<file path="src/rtl/zsd_pkg.sv">
package zsd_pkg;

  // Decoder sequencing states
  typedef enum logic [1:0] {
    ST_IDLE   = 2'd0,  // no frame seen since reset
    ST_HDR_LO = 2'd1,  // expecting the frame number word
    ST_BODY   = 2'd2,  // decoding row headers and data words
    ST_DROP   = 2'd3   // absorbing a foreign-format frame
  } zsdState_e;

  // Strobes from control to datapath, one per action
  typedef struct packed {
    logic takeHeader;   // latch chip identity from upper header word
    logic takeFrameId;  // latch frame number
    logic takeRow;      // latch row bits and common mode
    logic emitHit;      // register one hit record
    logic raiseOrder;   // set ordering error
    logic raiseFormat;  // set format error
  } zsdStrobe_t;

endpackage

</file>
<file path="src/rtl/zsd_ctrl.sv">
module zsd_ctrl
  import zsd_pkg::*;
#(
  parameter int TYPE_W  = 3,
  parameter logic [TYPE_W-1:0] ZS_CODE = 3'b101
) (
  input  logic              clk,
  input  logic              rstN,
  input  logic              accept,
  input  logic              frameStart,
  input  logic              wordIsData,
  input  logic [TYPE_W-1:0] typeField,
  output zsdStrobe_t        strobe,
  output zsdState_e         state
);

  zsdState_e nextState;
  logic      rowKnown, nextRowKnown;
  logic      zsFrame, nextZsFrame;
  logic      typeIsZs;

  assign typeIsZs = (typeField == ZS_CODE);

  always_comb begin
    nextState    = state;
    nextRowKnown = rowKnown;
    nextZsFrame  = zsFrame;
    strobe       = '0;
    if (accept) begin
      if (frameStart) begin
        strobe.takeHeader  = 1'b1;
        strobe.raiseFormat = !typeIsZs;
        nextZsFrame        = typeIsZs;
        nextRowKnown       = 1'b0;
        nextState          = ST_HDR_LO;
      end else begin
        unique case (state)
          ST_IDLE: ;
          ST_HDR_LO: begin
            strobe.takeFrameId = 1'b1;
            nextState          = zsFrame ? ST_BODY : ST_DROP;
          end
          ST_BODY: begin
            if (!wordIsData) begin
              strobe.takeRow = 1'b1;
              nextRowKnown   = 1'b1;
            end else if (rowKnown) begin
              strobe.emitHit = 1'b1;
            end else begin
              strobe.raiseOrder = 1'b1;
            end
          end
          ST_DROP: ;
          default: nextState = ST_IDLE;
        endcase
      end
    end
  end

  always_ff @(posedge clk or negedge rstN) begin
    if (!rstN) begin
      state    <= ST_IDLE;
      rowKnown <= 1'b0;
      zsFrame  <= 1'b0;
    end else begin
      state    <= nextState;
      rowKnown <= nextRowKnown;
      zsFrame  <= nextZsFrame;
    end
  end

endmodule

</file>
<file path="src/rtl/zsd_datapath.sv">
module zsd_datapath
  import zsd_pkg::*;
#(
  parameter int WORD_W = 16,
  parameter int ROW_W  = 10,
  parameter int COL_W  = 6,
  parameter int ADC_W  = 8,
  parameter int CM_W   = 6,
  parameter int CHIP_W = 8,
  parameter int FID_W  = 16
) (
  input  logic              clk,
  input  logic              rstN,
  input  zsdStrobe_t        strobe,
  input  logic [WORD_W-1:0] word,
  output logic              hitValid,
  output logic [ROW_W-1:0]  hitRow,
  output logic [COL_W-1:0]  hitCol,
  output logic [ADC_W-1:0]  hitAdc,
  output logic [CM_W-1:0]   hitCm,
  output logic [CHIP_W-1:0] hitChip,
  output logic [FID_W-1:0]  hitFid,
  output logic              errOrder,
  output logic              errFormat
);

  localparam int ROWHI_W   = ROW_W - 1;
  localparam int ROWHI_LSB = CM_W;
  localparam int COL_LSB   = ADC_W;
  localparam int ROW0_BIT  = ADC_W + COL_W;

  logic [CHIP_W-1:0]  chipReg;
  logic [FID_W-1:0]   fidReg;
  logic [ROWHI_W-1:0] rowHiReg;
  logic [CM_W-1:0]    cmReg;

  // Frame and row context
  always_ff @(posedge clk or negedge rstN) begin
    if (!rstN) begin
      chipReg  <= '0;
      fidReg   <= '0;
      rowHiReg <= '0;
      cmReg    <= '0;
    end else begin
      if (strobe.takeHeader)  chipReg <= word[CHIP_W-1:0];
      if (strobe.takeFrameId) fidReg  <= word[FID_W-1:0];
      if (strobe.takeRow) begin
        rowHiReg <= word[ROWHI_LSB +: ROWHI_W];
        cmReg    <= word[CM_W-1:0];
      end
    end
  end

  // Registered hit record
  always_ff @(posedge clk or negedge rstN) begin
    if (!rstN) begin
      hitValid <= 1'b0;
      hitRow   <= '0;
      hitCol   <= '0;
      hitAdc   <= '0;
      hitCm    <= '0;
      hitChip  <= '0;
      hitFid   <= '0;
    end else begin
      hitValid <= strobe.emitHit;
      if (strobe.emitHit) begin
        hitRow  <= {rowHiReg, word[ROW0_BIT]};
        hitCol  <= word[COL_LSB +: COL_W];
        hitAdc  <= word[ADC_W-1:0];
        hitCm   <= cmReg;
        hitChip <= chipReg;
        hitFid  <= fidReg;
      end
    end
  end

  // Sticky error flags
  always_ff @(posedge clk or negedge rstN) begin
    if (!rstN) begin
      errOrder  <= 1'b0;
      errFormat <= 1'b0;
    end else begin
      if (strobe.raiseOrder)  errOrder  <= 1'b1;
      if (strobe.raiseFormat) errFormat <= 1'b1;
    end
  end

endmodule

</file>
<file path="src/rtl/zsd_decoder.sv">
module zsd_decoder
  import zsd_pkg::*;
#(
  parameter int WORD_W  = 16,
  parameter int TYPE_W  = 3,
  parameter logic [TYPE_W-1:0] ZS_CODE = 3'b101,
  parameter int ROW_W   = 10,
  parameter int COL_W   = 6,
  parameter int ADC_W   = 8,
  parameter int CM_W    = 6,
  parameter int CHIP_W  = 8,
  parameter int LINK_W  = 2,
  parameter int FID_W   = 16
) (
  input  logic                     clk,
  input  logic                     rstN,
  input  logic                     inValid,
  output logic                     inReady,
  input  logic [WORD_W-1:0]        inData,
  input  logic                     inFrameStart,
  output logic                     hitValid,
  output logic [ROW_W-1:0]         hitRow,
  output logic [COL_W-1:0]         hitCol,
  output logic [ADC_W-1:0]         hitAdc,
  output logic [CM_W-1:0]          hitCommonMode,
  output logic [CHIP_W-LINK_W-1:0] hitModuleId,
  output logic [LINK_W-1:0]        hitLinkIdx,
  output logic [FID_W-1:0]         hitFrameId,
  output logic                     errOrder,
  output logic                     errFormat
);

  localparam int FLAG_BIT = WORD_W - 1;

  logic              readyReg;
  logic              accept;
  zsdStrobe_t        strobe;
  zsdState_e         state;
  logic [CHIP_W-1:0] hitChip;

  always_ff @(posedge clk or negedge rstN) begin
    if (!rstN) readyReg <= 1'b0;
    else       readyReg <= 1'b1;
  end

  assign inReady = readyReg;
  assign accept  = inValid && readyReg;

  zsd_ctrl #(
    .TYPE_W (TYPE_W),
    .ZS_CODE(ZS_CODE)
  ) u_ctrl (
    .clk       (clk),
    .rstN      (rstN),
    .accept    (accept),
    .frameStart(inFrameStart),
    .wordIsData(inData[FLAG_BIT]),
    .typeField (inData[FLAG_BIT -: TYPE_W]),
    .strobe    (strobe),
    .state     (state)
  );

  zsd_datapath #(
    .WORD_W(WORD_W),
    .ROW_W (ROW_W),
    .COL_W (COL_W),
    .ADC_W (ADC_W),
    .CM_W  (CM_W),
    .CHIP_W(CHIP_W),
    .FID_W (FID_W)
  ) u_dp (
    .clk      (clk),
    .rstN     (rstN),
    .strobe   (strobe),
    .word     (inData),
    .hitValid (hitValid),
    .hitRow   (hitRow),
    .hitCol   (hitCol),
    .hitAdc   (hitAdc),
    .hitCm    (hitCommonMode),
    .hitChip  (hitChip),
    .hitFid   (hitFrameId),
    .errOrder (errOrder),
    .errFormat(errFormat)
  );

  assign hitModuleId = hitChip[CHIP_W-1:LINK_W];
  assign hitLinkIdx  = hitChip[LINK_W-1:0];

endmodule

</file>
<file path="config.mk">
export PLATFORM = sky130hd
export DESIGN_NAME = zsd_decoder
export DESIGN_NICKNAME = d
export VERILOG_FILES = /design/src/rtl/zsd_pkg.sv /design/src/rtl/zsd_ctrl.sv /design/src/rtl/zsd_datapath.sv /design/src/rtl/zsd_decoder.sv
export SDC_FILE = /design/constraint.sdc
export NUM_CORES = 1
export LEC_CHECK = 0
export BUFFER_PORTS_ARGS = -buffer_cell sky130_fd_sc_hd__clkbuf_2
export CAP_MARGIN = 30
export CORE_MARGIN = 2
export CORE_UTILIZATION = 38
export DETAILED_ROUTE_END_ITERATION = 8
export GPL_ROUTABILITY_DRIVEN = 0
export PLACE_DENSITY = 0.7
export SLEW_MARGIN = 30
export SYNTH_ARGS = -nofsm -noshare
export SYNTH_HDL_FRONTEND = slang
export SYNTH_SLANG_ARGS = --single-unit
</file>
<file path="constraint.sdc">
create_clock -name clk -period 5 [get_ports clk]
set_clock_uncertainty 0.2 [all_clocks]
set_input_delay 0.75 -clock clk [delete_from_list [all_inputs] [get_ports clk]]
set_output_delay 0.75 -clock clk [all_outputs]
set_load 0.005 [all_outputs]
</file>
# Word-level counts from Yosys, hierarchy flattened
# Index checks and enable logic that the tools add are counted.
[totals] ff_bits=101
[classes] eq_ne=4 n_reduce_logical=7 muxes=16
[ops] operator="2-to-1 mux 1 bit" n=10
[ops] operator="2-to-1 mux 2 bit" n=3
[ops] operator="2-to-1 mux 6 bit" n=1
[ops] operator="2-to-1 mux 4 bit" n=1
[ops] operator="AND reduction 2 bit" n=2
[ops] operator="nonzero test 2 bit" n=2
[ops] operator="== test 3 bit (second input constant)" n=1
[ops] operator="2-to-1 mux 3 bit" n=1
[ops] operator="AND reduction 3 bit" n=1
[ops] operator="== test 2 x 1 -> 1 bit (second input constant)" n=1
[ops] operator="== test 2 bit (second input constant)" n=1
[ops] operator="inequality test 2 x 1 -> 1 bit (second input constant)" n=1
[ops] operator="logical AND 1 bit" n=1
[ops] operator="zero test 1 bit" n=1

# Logic depth before layout (Yosys ltp)
# Gate-level depths: netlist of run 1.
[depth] ltp_word=5 ltp_mapped=4 depth_no_buf=3

# Hierarchy
# Synthesis of run 1 repeated with hierarchy kept, for this count alone.
[hier_totals] hier_cells=227 area_unflattened_um2=4097.7
[modules_own_cells] mod="zsd_datapath" n_inst=1 cells_per_inst=202 area_each_um2=3833.7
[modules_own_cells] mod="zsd_ctrl" n_inst=1 cells_per_inst=22 area_each_um2=229.0
[modules_own_cells] mod="zsd_decoder" n_inst=1 cells_per_inst=3 area_each_um2=35.0

# Worst setup path after synthesis of run 1
# No wires, ideal clock.
[synth_timing] path_kind="input to register" startpoint="input port inFrameStart" endpoint="register u_dp.fidReg[10]" n_path_buf=1 cell_stages=4 setup_slack_ns=2.903 t_arrival_ns=1.772 cell_sequence="nand3b_4 -> nor3b_4 -> buf_6 -> mux2_2"
[synth_via] elab_chain_len=2
[synth_rtl] item="start: declaration" line_no="zsd_decoder.sv:20" text="input logic inFrameStart,"
[synth_rtl] item="2-to-1 mux 4 bit" line_no="zsd_ctrl.sv:30" text="if (frameStart) begin"
[synth_rtl] item="2-to-1 mux 6 bit" line_no="zsd_ctrl.sv:29" text="if (accept) begin"
[synth_rtl] item="end signal: assignment" line_no="zsd_datapath.sv:46" text="if (strobe.takeFrameId) fidReg <= word[FID_W-1:0];"
[synth_rtl] item="end: declaration" line_no="zsd_datapath.sv:33" text="logic [FID_W-1:0] fidReg;"
# Every way passes these cells.
# A chain may end at the register's enable or synchronous reset.

# Worst setup path in the final report of run 1
[layout_timing] startpoint="input port inData[15]" endpoint="register u_dp.hitCol[2]"
[layout_via] elab_chain_len=4
[layout_rtl] item="start: declaration" line_no="zsd_decoder.sv:19" text="input logic [WORD_W-1:0] inData,"
[layout_rtl] item="2-to-1 mux 2 bit" line_no="zsd_ctrl.sv:44" text="if (!wordIsData) begin"
[layout_rtl] item="2-to-1 mux 3 bit" line_no="zsd_ctrl.sv:37" text="unique case (state)"
[layout_rtl] item="2-to-1 mux 4 bit" line_no="zsd_ctrl.sv:30"
[layout_rtl] item="2-to-1 mux 6 bit" line_no="zsd_ctrl.sv:29"
[layout_rtl] item="end signal: assignment" line_no="zsd_datapath.sv:68" text="hitCol <= word[COL_LSB +: COL_W];"
[layout_rtl] item="end: declaration" line_no="zsd_datapath.sv:18" text="output logic [COL_W-1:0] hitCol,"
# Every way passes these cells.

==> impl_results.md, run 1 <==
* Upper clock frequency limit at 394 MHz
* Root Buffer: sky130_fd_sc_hd__clkbuf_8
* Number of global-route vias before repair at between 2,000 and 2,500
* Number of vias in the routed layout at roughly 2,200
* Wire length of the first global-routing pass at approximately 12,000 µm
* Met2 WL post-DR at approximately 3200 µm
* Share of post-route cells with drive strength above 1 at 41.6%
* Overall overflow remaining after global route at 0
* Fill cell instance count of the final layout at around 880
* Number of antenna cells inserted at 0
* Area added between synthesis and finish at 18.8%
* Data required time at the worst endpoint at about 5000 ps
* Endpoint kind of the worst setup timing path: register
* Worst R2R Setup Slack at roughly 2500 ps
* H-tree depth at 3
* Post-Syn Nets at around 260
* Routed WL at just over 7000 µm
* Outcome: complete, no violations
* Antenna Violating Nets Remaining at 0
* Largest net degree at the start of global routing at 69
* Final Instance Count excl. Fillers at approximately 460
* Synthesized area divided by synthesized cell count at approximately 16 µm²
* Critical setup path kind: input port to register
* Highest routed layer: met4
* Worst hold path type: input port to asynchronous set/reset pin
* Initial antenna violation count at 0
* CP max FO at 28
* Vertical extent of the die at around 100 µm
* Worst-path cell with the longest stage delay: sky130_fd_sc_hd__nor2_4
* First DRT Iteration DRCs at 104
* Overall global routing resource usage at approximately 14%
* Worst VDD drop at between 0.1 and 0.15 mV
* Unrepaired setup endpoints after global routing: false
* Initial standard-cell utilization of the core at between 30% and 40%
* Horizontal die dimension at between 100 and 150 µm
* P_leak at ~2.5 nW
* Max_slew headroom at between 40 and 50%
* Endpoint arrival time on the critical path at between 2000 and 3000 ps
* Worst path max stage delay at between 600 and 700 ps
* Number of pins exceeding their max-slew limit in the final report at 0
* Net count, final at around 340
* Period Utilization, post-route at between 50% and 60%
* Mean routed wirelength per cell at between 15 and 20 µm
* Via/cell ratio at approximately 4.7
* Number of synthesis warnings at 0
* Placed Instances at between 400 and 500
* Longest Clk Path Bufs at 2
* Summed instance area of the synthesized netlist at around 0.0038 mm²
* PwrDens at roughly 350 mW/mm²
* Clock latency on the worst-skew pair at ~360 ps
* Total of buffers placed on input and output ports at 77
* Reported max-cap violation count at 0
* Hold_buf cts at 0
* Total negative slack for setup checks at 0 ps
* Die area at 0.0109 mm²
* Mapped Cells at between 200 and 250
* Clock-pin slew on the worst setup and hold paths at ~100 ps
* Endpoints failing setup at 0
* Sequential-to-total area share from yosys stat at around two thirds
* Number of gates given a new drive strength after cts at 0
* Transition time of the tightest slew-check pin at between 800 and 900 ps
* PnR Total Power at between 1.5 and 2 mW
* Number of buffers created by CTS at 9
* Half-perimeter wire length after placement at 4710 µm
* Core region area at roughly 0.01 mm²
* Seq cells post-synth at a little over 100
* Hold slack final at about 39 ps
* Met1 Routed Length at around 3300 µm
* Sink count of the clock tree at 101
* TritonCTS clock tree: done
* Post-CTS Setup Bufs at 0
* Met3 WL post-DR at between 300 and 400 µm
* Number of rows created at floorplan at 36
* Count of different cell masters after synthesis at 22
* Kind of start point of the critical path: input port
* Number of search-and-repair iterations in the first detailed-routing pass at 4
* Count of endpoints failing hold in the final timing report at 0
* Final critical delay including setup and external delays at 2540 ps
* Series of cell instances along the critical path: clkbuf_2 -> nand4b_1 -> nor2_4 -> buf_4 -> mux2_2
* Detailed-route DRC error count at 0
* I/O pin count at just under 80
[cell usage after synthesis]
library cell                 n  area, µm²
sky130_fd_sc_hd__nor2_1      3       11.3
sky130_fd_sc_hd__nand3_2     1       10.0
sky130_fd_sc_hd__o21ai_0     1       5.00
sky130_fd_sc_hd__nor2_4      1       11.3
sky130_fd_sc_hd__dfrtp_1   101       2530
sky130_fd_sc_hd__buf_6       7       78.8
sky130_fd_sc_hd__nand3b_4    1       20.0
sky130_fd_sc_hd__and3b_1     1       8.76
sky130_fd_sc_hd__mux2_1     49        552
sky130_fd_sc_hd__nand3_1     1       5.00
sky130_fd_sc_hd__conb_1      1       3.75
sky130_fd_sc_hd__clkbuf_1    2       7.51
sky130_fd_sc_hd__nand2_1    27        101
sky130_fd_sc_hd__a21o_1      1       7.51
sky130_fd_sc_hd__nand3b_1    1       7.51
sky130_fd_sc_hd__a31oi_1     1       6.26
sky130_fd_sc_hd__nand4b_1    2       17.5
sky130_fd_sc_hd__o21bai_1    1       7.51
sky130_fd_sc_hd__nor3b_4     1       18.8
sky130_fd_sc_hd__and3_1      1       6.26
sky130_fd_sc_hd__mux2_2     36        405
sky130_fd_sc_hd__a21oi_1     1       5.00
[stage by stage]
| stage | area [µm²] | util, % | setup WS [ps] |
|---|---|---|---|
| finish | 4540 | 46.5 | 2460 |
| global route | 4540 | 46.5 | 2310 |
| CTS | 4500 | 46.1 | 2420 |
| detailed placement | 4310 | 44.1 | 2040 |
| global placement | 4310 | 44.1 | 2070 |
| floorplan | 3820 | - | 2900 |
[registers in the layout, indices dropped and copies added, names as in the netlist, 8 cells and up]
register / cells
u_dp.hitFid: 16
u_dp.fidReg: 16
u_dp.chipReg: 8
u_dp.rowHiReg: 9
u_dp.hitAdc: 8
u_dp.hitChip: 8
u_dp.hitRow: 10
[cell families (layout without fill, tap and decap cells)]
group | Yosys count | count (layout) | synth area share [%]
muxes | 85 | 85 | 25.0
DFF | 101 | 101 | 66.1
other | 1 | 1 | 0.0981
buffers and inverters | 9 | 97 | 2.26
AOI/OAI and AO/OA | 5 | 5 | 0.818
and+or+nand+nor | 40 | 40 | 5.69
[worst max-delay path: cells and delay by family]
family                 cells  cell delay, ps
buffers and inverters      2             610
and+or+nand+nor            2             810
muxes                      1             390
[final cells by class]
| cell class | count | area [µm²] | share of cell area, % |
|---|---|---|---|
| Timing Repair Buffer | 81 | 442 | 9.72 |
| Sequential cell | 101 | 2530 | 55.6 |
| Tap cell | 133 | 166 | 3.66 |
| Multi-Input combinational cell | 131 | 1210 | 26.6 |
| Clock inverter | 7 | 73.8 | 1.62 |
| Clock buffer | 9 | 124 | 2.73 |
[path summary, 6_finish.rpt]
check	cells after the start	to	start
worst max-delay path	5	u_dp.hitCol[2]	inData[15]
worst min-delay path	1	u_dp.hitAdc[1]	rstN
worst max register to register	4	u_dp.hitCol[2]	u_ctrl.state[0]
worst min register to register	1	u_ctrl.state[0]	u_ctrl.zsFrame
max in group asynchronous	3	u_dp.chipReg[7]	rstN
min in group clk	1	u_ctrl.state[0]	u_ctrl.zsFrame
[where the power goes]
part | switching, mW | internal, mW
clock network | 0.276 | 0.234
registers | 0.0450 | 0.902
logic | 0.0551 | 0.0736
[per-layer routing]
layer	global-route usage [%]	up-vias
li1	-	1005
met1	18.3	1082
met2	21.0	58
met3	3.38	10
met4	6.37	0
met5	0	-
[layout by cell type (no fill, tap or decap), types with 2 or more instances in the layout]
| cell type | count |
|---|---|
| sky130_fd_sc_hd__nor2_1 | 3 |
| sky130_fd_sc_hd__clkinv_2 | 2 |
| sky130_fd_sc_hd__clkbuf_2 | 76 |
| sky130_fd_sc_hd__inv_6 | 2 |
| sky130_fd_sc_hd__buf_4 | 3 |
| sky130_fd_sc_hd__clkbuf_8 | 9 |
| sky130_fd_sc_hd__dfrtp_1 | 101 |
| sky130_fd_sc_hd__mux2_2 | 36 |
| sky130_fd_sc_hd__mux2_1 | 49 |
| sky130_fd_sc_hd__nand2_1 | 27 |
| sky130_fd_sc_hd__nand4b_1 | 2 |
No activity file was read; power rests on OpenSTA's default activity.
==> run 2, diff against run 1 <==
- ABC_AREA: default -> 1
- PLACE_DENSITY: 0.7 -> 0.72
- clock period: 5 -> 2.2 ns (I/O delays scaled with it)
==> run 2 against run 1 <==
  * Power grew to 2.6 times the previous value
  * Combinational power grew to 5.1 times the previous value
  * Worst setup slack worse by 2100 ps
  * Flip-flop and latch count did not move
  * Register-to-register slack got worse by 2100 ps
  * Sequential share of layout area shrank 2.5 points
  * Critical path depth rose by 1
  * Synthesized cell count grew 84%
  * Cell count up 43%
  * Critical path type is now register to register
  * Largest cell class unchanged
  * Largest power group unchanged
  * Highest routed layer unchanged
==> impl_results.md, run 2 <==
* Outcome: complete, no violations
* Clock-pin slew on the worst setup and hold paths at 90 ps (about the same)
* Mean routed wirelength per cell at 14.0 µm (-8.3%)
* Hold_buf cts at 1 (+1)
* Half-perimeter wire length after placement at 6440 µm (+37%)
* Yosys top cell by area: sky130_fd_sc_hd__dfrtp_1
* Sink count of the clock tree at 101 (unchanged)
* Synthesized area divided by synthesized cell count at 9.18 µm² (-42%)
* Series of cell instances along the critical path: inv_1 -> nand2_2 -> nor2_8 -> nand2_4 -> nand2_1 -> nand2_1
* Number of search-and-repair iterations in the first detailed-routing pass at 4 (unchanged)
* Number of buffers created by CTS at 9 (unchanged)
* Combinational family with the most area after synthesis: simple AND/OR/NAND/NOR gates
* Die area at 0.0116 mm² (+6.4%)
* Worst-path cell with the longest stage delay: sky130_fd_sc_hd__dfrtp_1
* Flip-flop cell with the highest count after synthesis: sky130_fd_sc_hd__dfrtp_1
* Summed instance area of the synthesized netlist at 0.00408 mm² (+6.6%)
* I/O pin count at 78 (unchanged)
* Share of cell area taken by muxes after synthesis at 0% (-25 points)
* Number of gates given a new drive strength after cts at 0 (unchanged)
* Final critical delay including setup and external delays at 1810 ps
* Post-Route Utilization at 45.8% (-0.63 points)
* Total negative slack for setup checks at 0 ps (unchanged)
* Net count, final at 540 (+57%)
* Post-CTS Setup Bufs at 0 (unchanged)
* Overall global routing resource usage at 17.4% (+3.7 points)
* Number of pins exceeding their max-slew limit in the final report at 0 (unchanged)
* Adder-cell share of the synthesized area at 0% (unchanged)
* Seq cells post-synth at 101 (unchanged)
* Xor/xnor share of the synthesized area at 0% (unchanged)
* Post-Syn Nets at 464 (+78%)
* Via/cell ratio at 4.76 (+2.0%)
* Number of rows created at floorplan at 37 (+2.8%)
* Transition time of the tightest slew-check pin at 588 ps (-224 ps)
* Area added between synthesis and finish at 16.6%
* Number of global-route vias before repair at 3,113 (+44%)
* Period Utilization, post-route at between 80% and 90%
* Largest net degree at the start of global routing at 57 (-17%)
* Routed WL at 9230 µm (+31%)
* Longest Clk Path Bufs at 2 (unchanged)
* Number of vias in the routed layout at 3,146 (+46%)
* Count of endpoints failing hold in the final timing report at 0 (unchanged)
* Post-synthesis simple-gate area fraction at 32.4% (+27 points)
* Unrepaired setup endpoints after global routing: false
* CP max FO at 55 (+96%)
* Endpoint kind of the worst setup timing path: register
* Horizontal die dimension at 108 µm (+3.1%)
* Worst VDD drop at 0.342 mV (+180%)
* Antenna Violating Nets Remaining at 0 (unchanged)
* PwrDens at 883 mW/mm² (+150%)
* Sequential-to-total area share from yosys stat at 62.0% (-4.1 points)
* Initial standard-cell utilization of the core at 39.3% (+0.19 points)
* H-tree depth at 3 (unchanged)
* Worst path max stage delay at 410 ps (-240 ps)
* Kind of start point of the critical path: register
* Worst hold path type: input port to register
* Wire length of the first global-routing pass at 15,700 µm (+37%)
* Largest registers in the final layout: u_dp.fidReg: 16 flops, u_dp.hitFid: 16 flops, u_dp.hitRow: 10 flops
* Data required time at the worst endpoint at 2260 ps (-2780 ps)
* Leading cell types by total area after synthesis: sky130_fd_sc_hd__dfrtp_1, sky130_fd_sc_hd__nand2_1, sky130_fd_sc_hd__nand3_1
* Vertical extent of the die at 108 µm (+3.1%)
* Share of post-route cells with drive strength above 1 at 22.1% (-20 points)
* Most used cells in the layout excluding fill and tap cells: sky130_fd_sc_hd__nand2_1, sky130_fd_sc_hd__dfrtp_1, sky130_fd_sc_hd__nand3_1
* Share of async-settable or async-resettable flops after synthesis at 100% (unchanged)
* Initial antenna violation count at 0 (unchanged)
* PnR Total Power at 4.20 mW (+160%)
* First DRT Iteration DRCs at 234 (+130%)
* Endpoints failing setup at 0 (unchanged)
* Reported max-cap violation count at 0 (unchanged)
* TritonCTS clock tree: done
* Mapped Cells at 444 (+84%)
* Synth Area in Compound Gates at 0.430% (-0.39 points)
* Max_slew headroom at 60.8% (+15 points)
* Detailed-route DRC error count at 0 (unchanged)
* Critical setup path kind: register to register
* Number of enable-type register cells in the synthesized netlist at 0 (unchanged)
* Upper clock frequency limit at 552 MHz
* Most common cell after layout, fill and taps aside: sky130_fd_sc_hd__nand2_1
* Root Buffer: sky130_fd_sc_hd__clkbuf_8
* Most frequent cells after synthesis: sky130_fd_sc_hd__nand2_1, sky130_fd_sc_hd__dfrtp_1, sky130_fd_sc_hd__nand3_1
* Endpoint arrival time on the critical path at 1870 ps (-710 ps)
* Core region area at 0.0104 mm² (+6.1%)
* Number of antenna cells inserted at 0 (unchanged)
* P_leak at 2.76 nW (+12%)
* Number of synthesis warnings at 0 (unchanged)
* Total of buffers placed on input and output ports at 77 (unchanged)
* Overall overflow remaining after global route at 0 (unchanged)
* Area share of the largest cell type after synthesis at 62.0% (-4.1 points)
* Most numerous cell on the critical path: sky130_fd_sc_hd__nand2_1
* Dominant cell by count in the synthesized netlist: sky130_fd_sc_hd__nand2_1
* Count of different cell masters after synthesis at 17 (-23%)
* Clock latency on the worst-skew pair at 370 ps (about the same)
==> run 2: changes by cell type after synthesis, moves of 2 or more <==
cell	previous run	this run
sky130_fd_sc_hd__nand2_1	27	204
sky130_fd_sc_hd__nand3_1	1	87
sky130_fd_sc_hd__mux2_1	49	0
sky130_fd_sc_hd__mux2_2	36	0
sky130_fd_sc_hd__buf_2	0	14
sky130_fd_sc_hd__inv_1	0	10
sky130_fd_sc_hd__nand2_2	0	4
sky130_fd_sc_hd__buf_4	0	2
sky130_fd_sc_hd__clkbuf_1	2	0
sky130_fd_sc_hd__nand2_4	0	2
sky130_fd_sc_hd__nand4b_1	2	0
sky130_fd_sc_hd__nor2_2	0	2
sky130_fd_sc_hd__nor2_4	1	3
==> run 2: path summary, 6_finish.rpt <==
| check | startpoint | end | slack, ps | depth (start not counted) |
|---|---|---|---|---|
| max | u_ctrl.state[0] | u_dp.hitCol[3] | 390 | 6 |
| max reg2reg | u_ctrl.state[0] | u_dp.hitCol[3] | 390 | 6 |
| min reg2reg | u_dp.fidReg[9] | u_dp.fidReg[9] | 280 | 2 |
| min | inData[0] | u_dp.chipReg[0] | 40 | 3 |
| max in group asynchronous | rstN | u_dp.hitAdc[1] | 990 | 3 |
| min in group asynchronous | rstN | u_dp.hitValid | 200 | 2 |
==> run 2: metrics by stage <==
stage	hold slack, ps	instances	worst slack [ps]	cell area [µm²]
3_3_place_gp	52.1	644	426	4560
2_1_floorplan	-166	444	836	4080
4_1_cts	22.5	661	383	4750
5_1_grt	23.2	661	215	4750
3_5_place_dp	62.6	644	343	4560
6_report	43.5	661	387	4750
==> run 2: cell families after synthesis <==
| logic type | count (synthesis) |
|---|---|
| flops | 101 |
| buf+inv | 34 |
| other cells | 1 |
| simple gates | 305 |
| compound gates | 3 |
==> run 2: worst max-delay path: cells and delay by family, from the launching register on <==
family                 cells  cell delay (ps)
AND/OR/NAND/NOR            5              980
flip-flops                 1              410
buffers and inverters      1               70
==> run 2: report_power, final <==
group          switching, mW  internal, mW  leakage [nW]
combinational          0.404         0.249          1.34
clock                  0.646         0.447        0.0847
sequential             0.222          2.23          1.34
total                   1.27          2.93          2.76
==> run 2: cell type report <==
class                      instances  area, µm²
clock buffer                      10        138
clock inverter                     6       48.8
fill                            1019       5620
inverter                          11       41.3
multi-input combinational        309       1340
sequential                       101       2530
tap                              136        170
timing repair buffer              88        485
==> run 2: routing by layer <==
metal / up-vias / global-route usage, % / share of wire [%]
met5: - / 0 / 0
met3: 15 / 2.91 / 5.7
met1: 1486 / 26.3 / 49
met4: 0 / 6.78 / 1.9
li1: 1556 / - / -
met2: 89 / 24.8 / 44
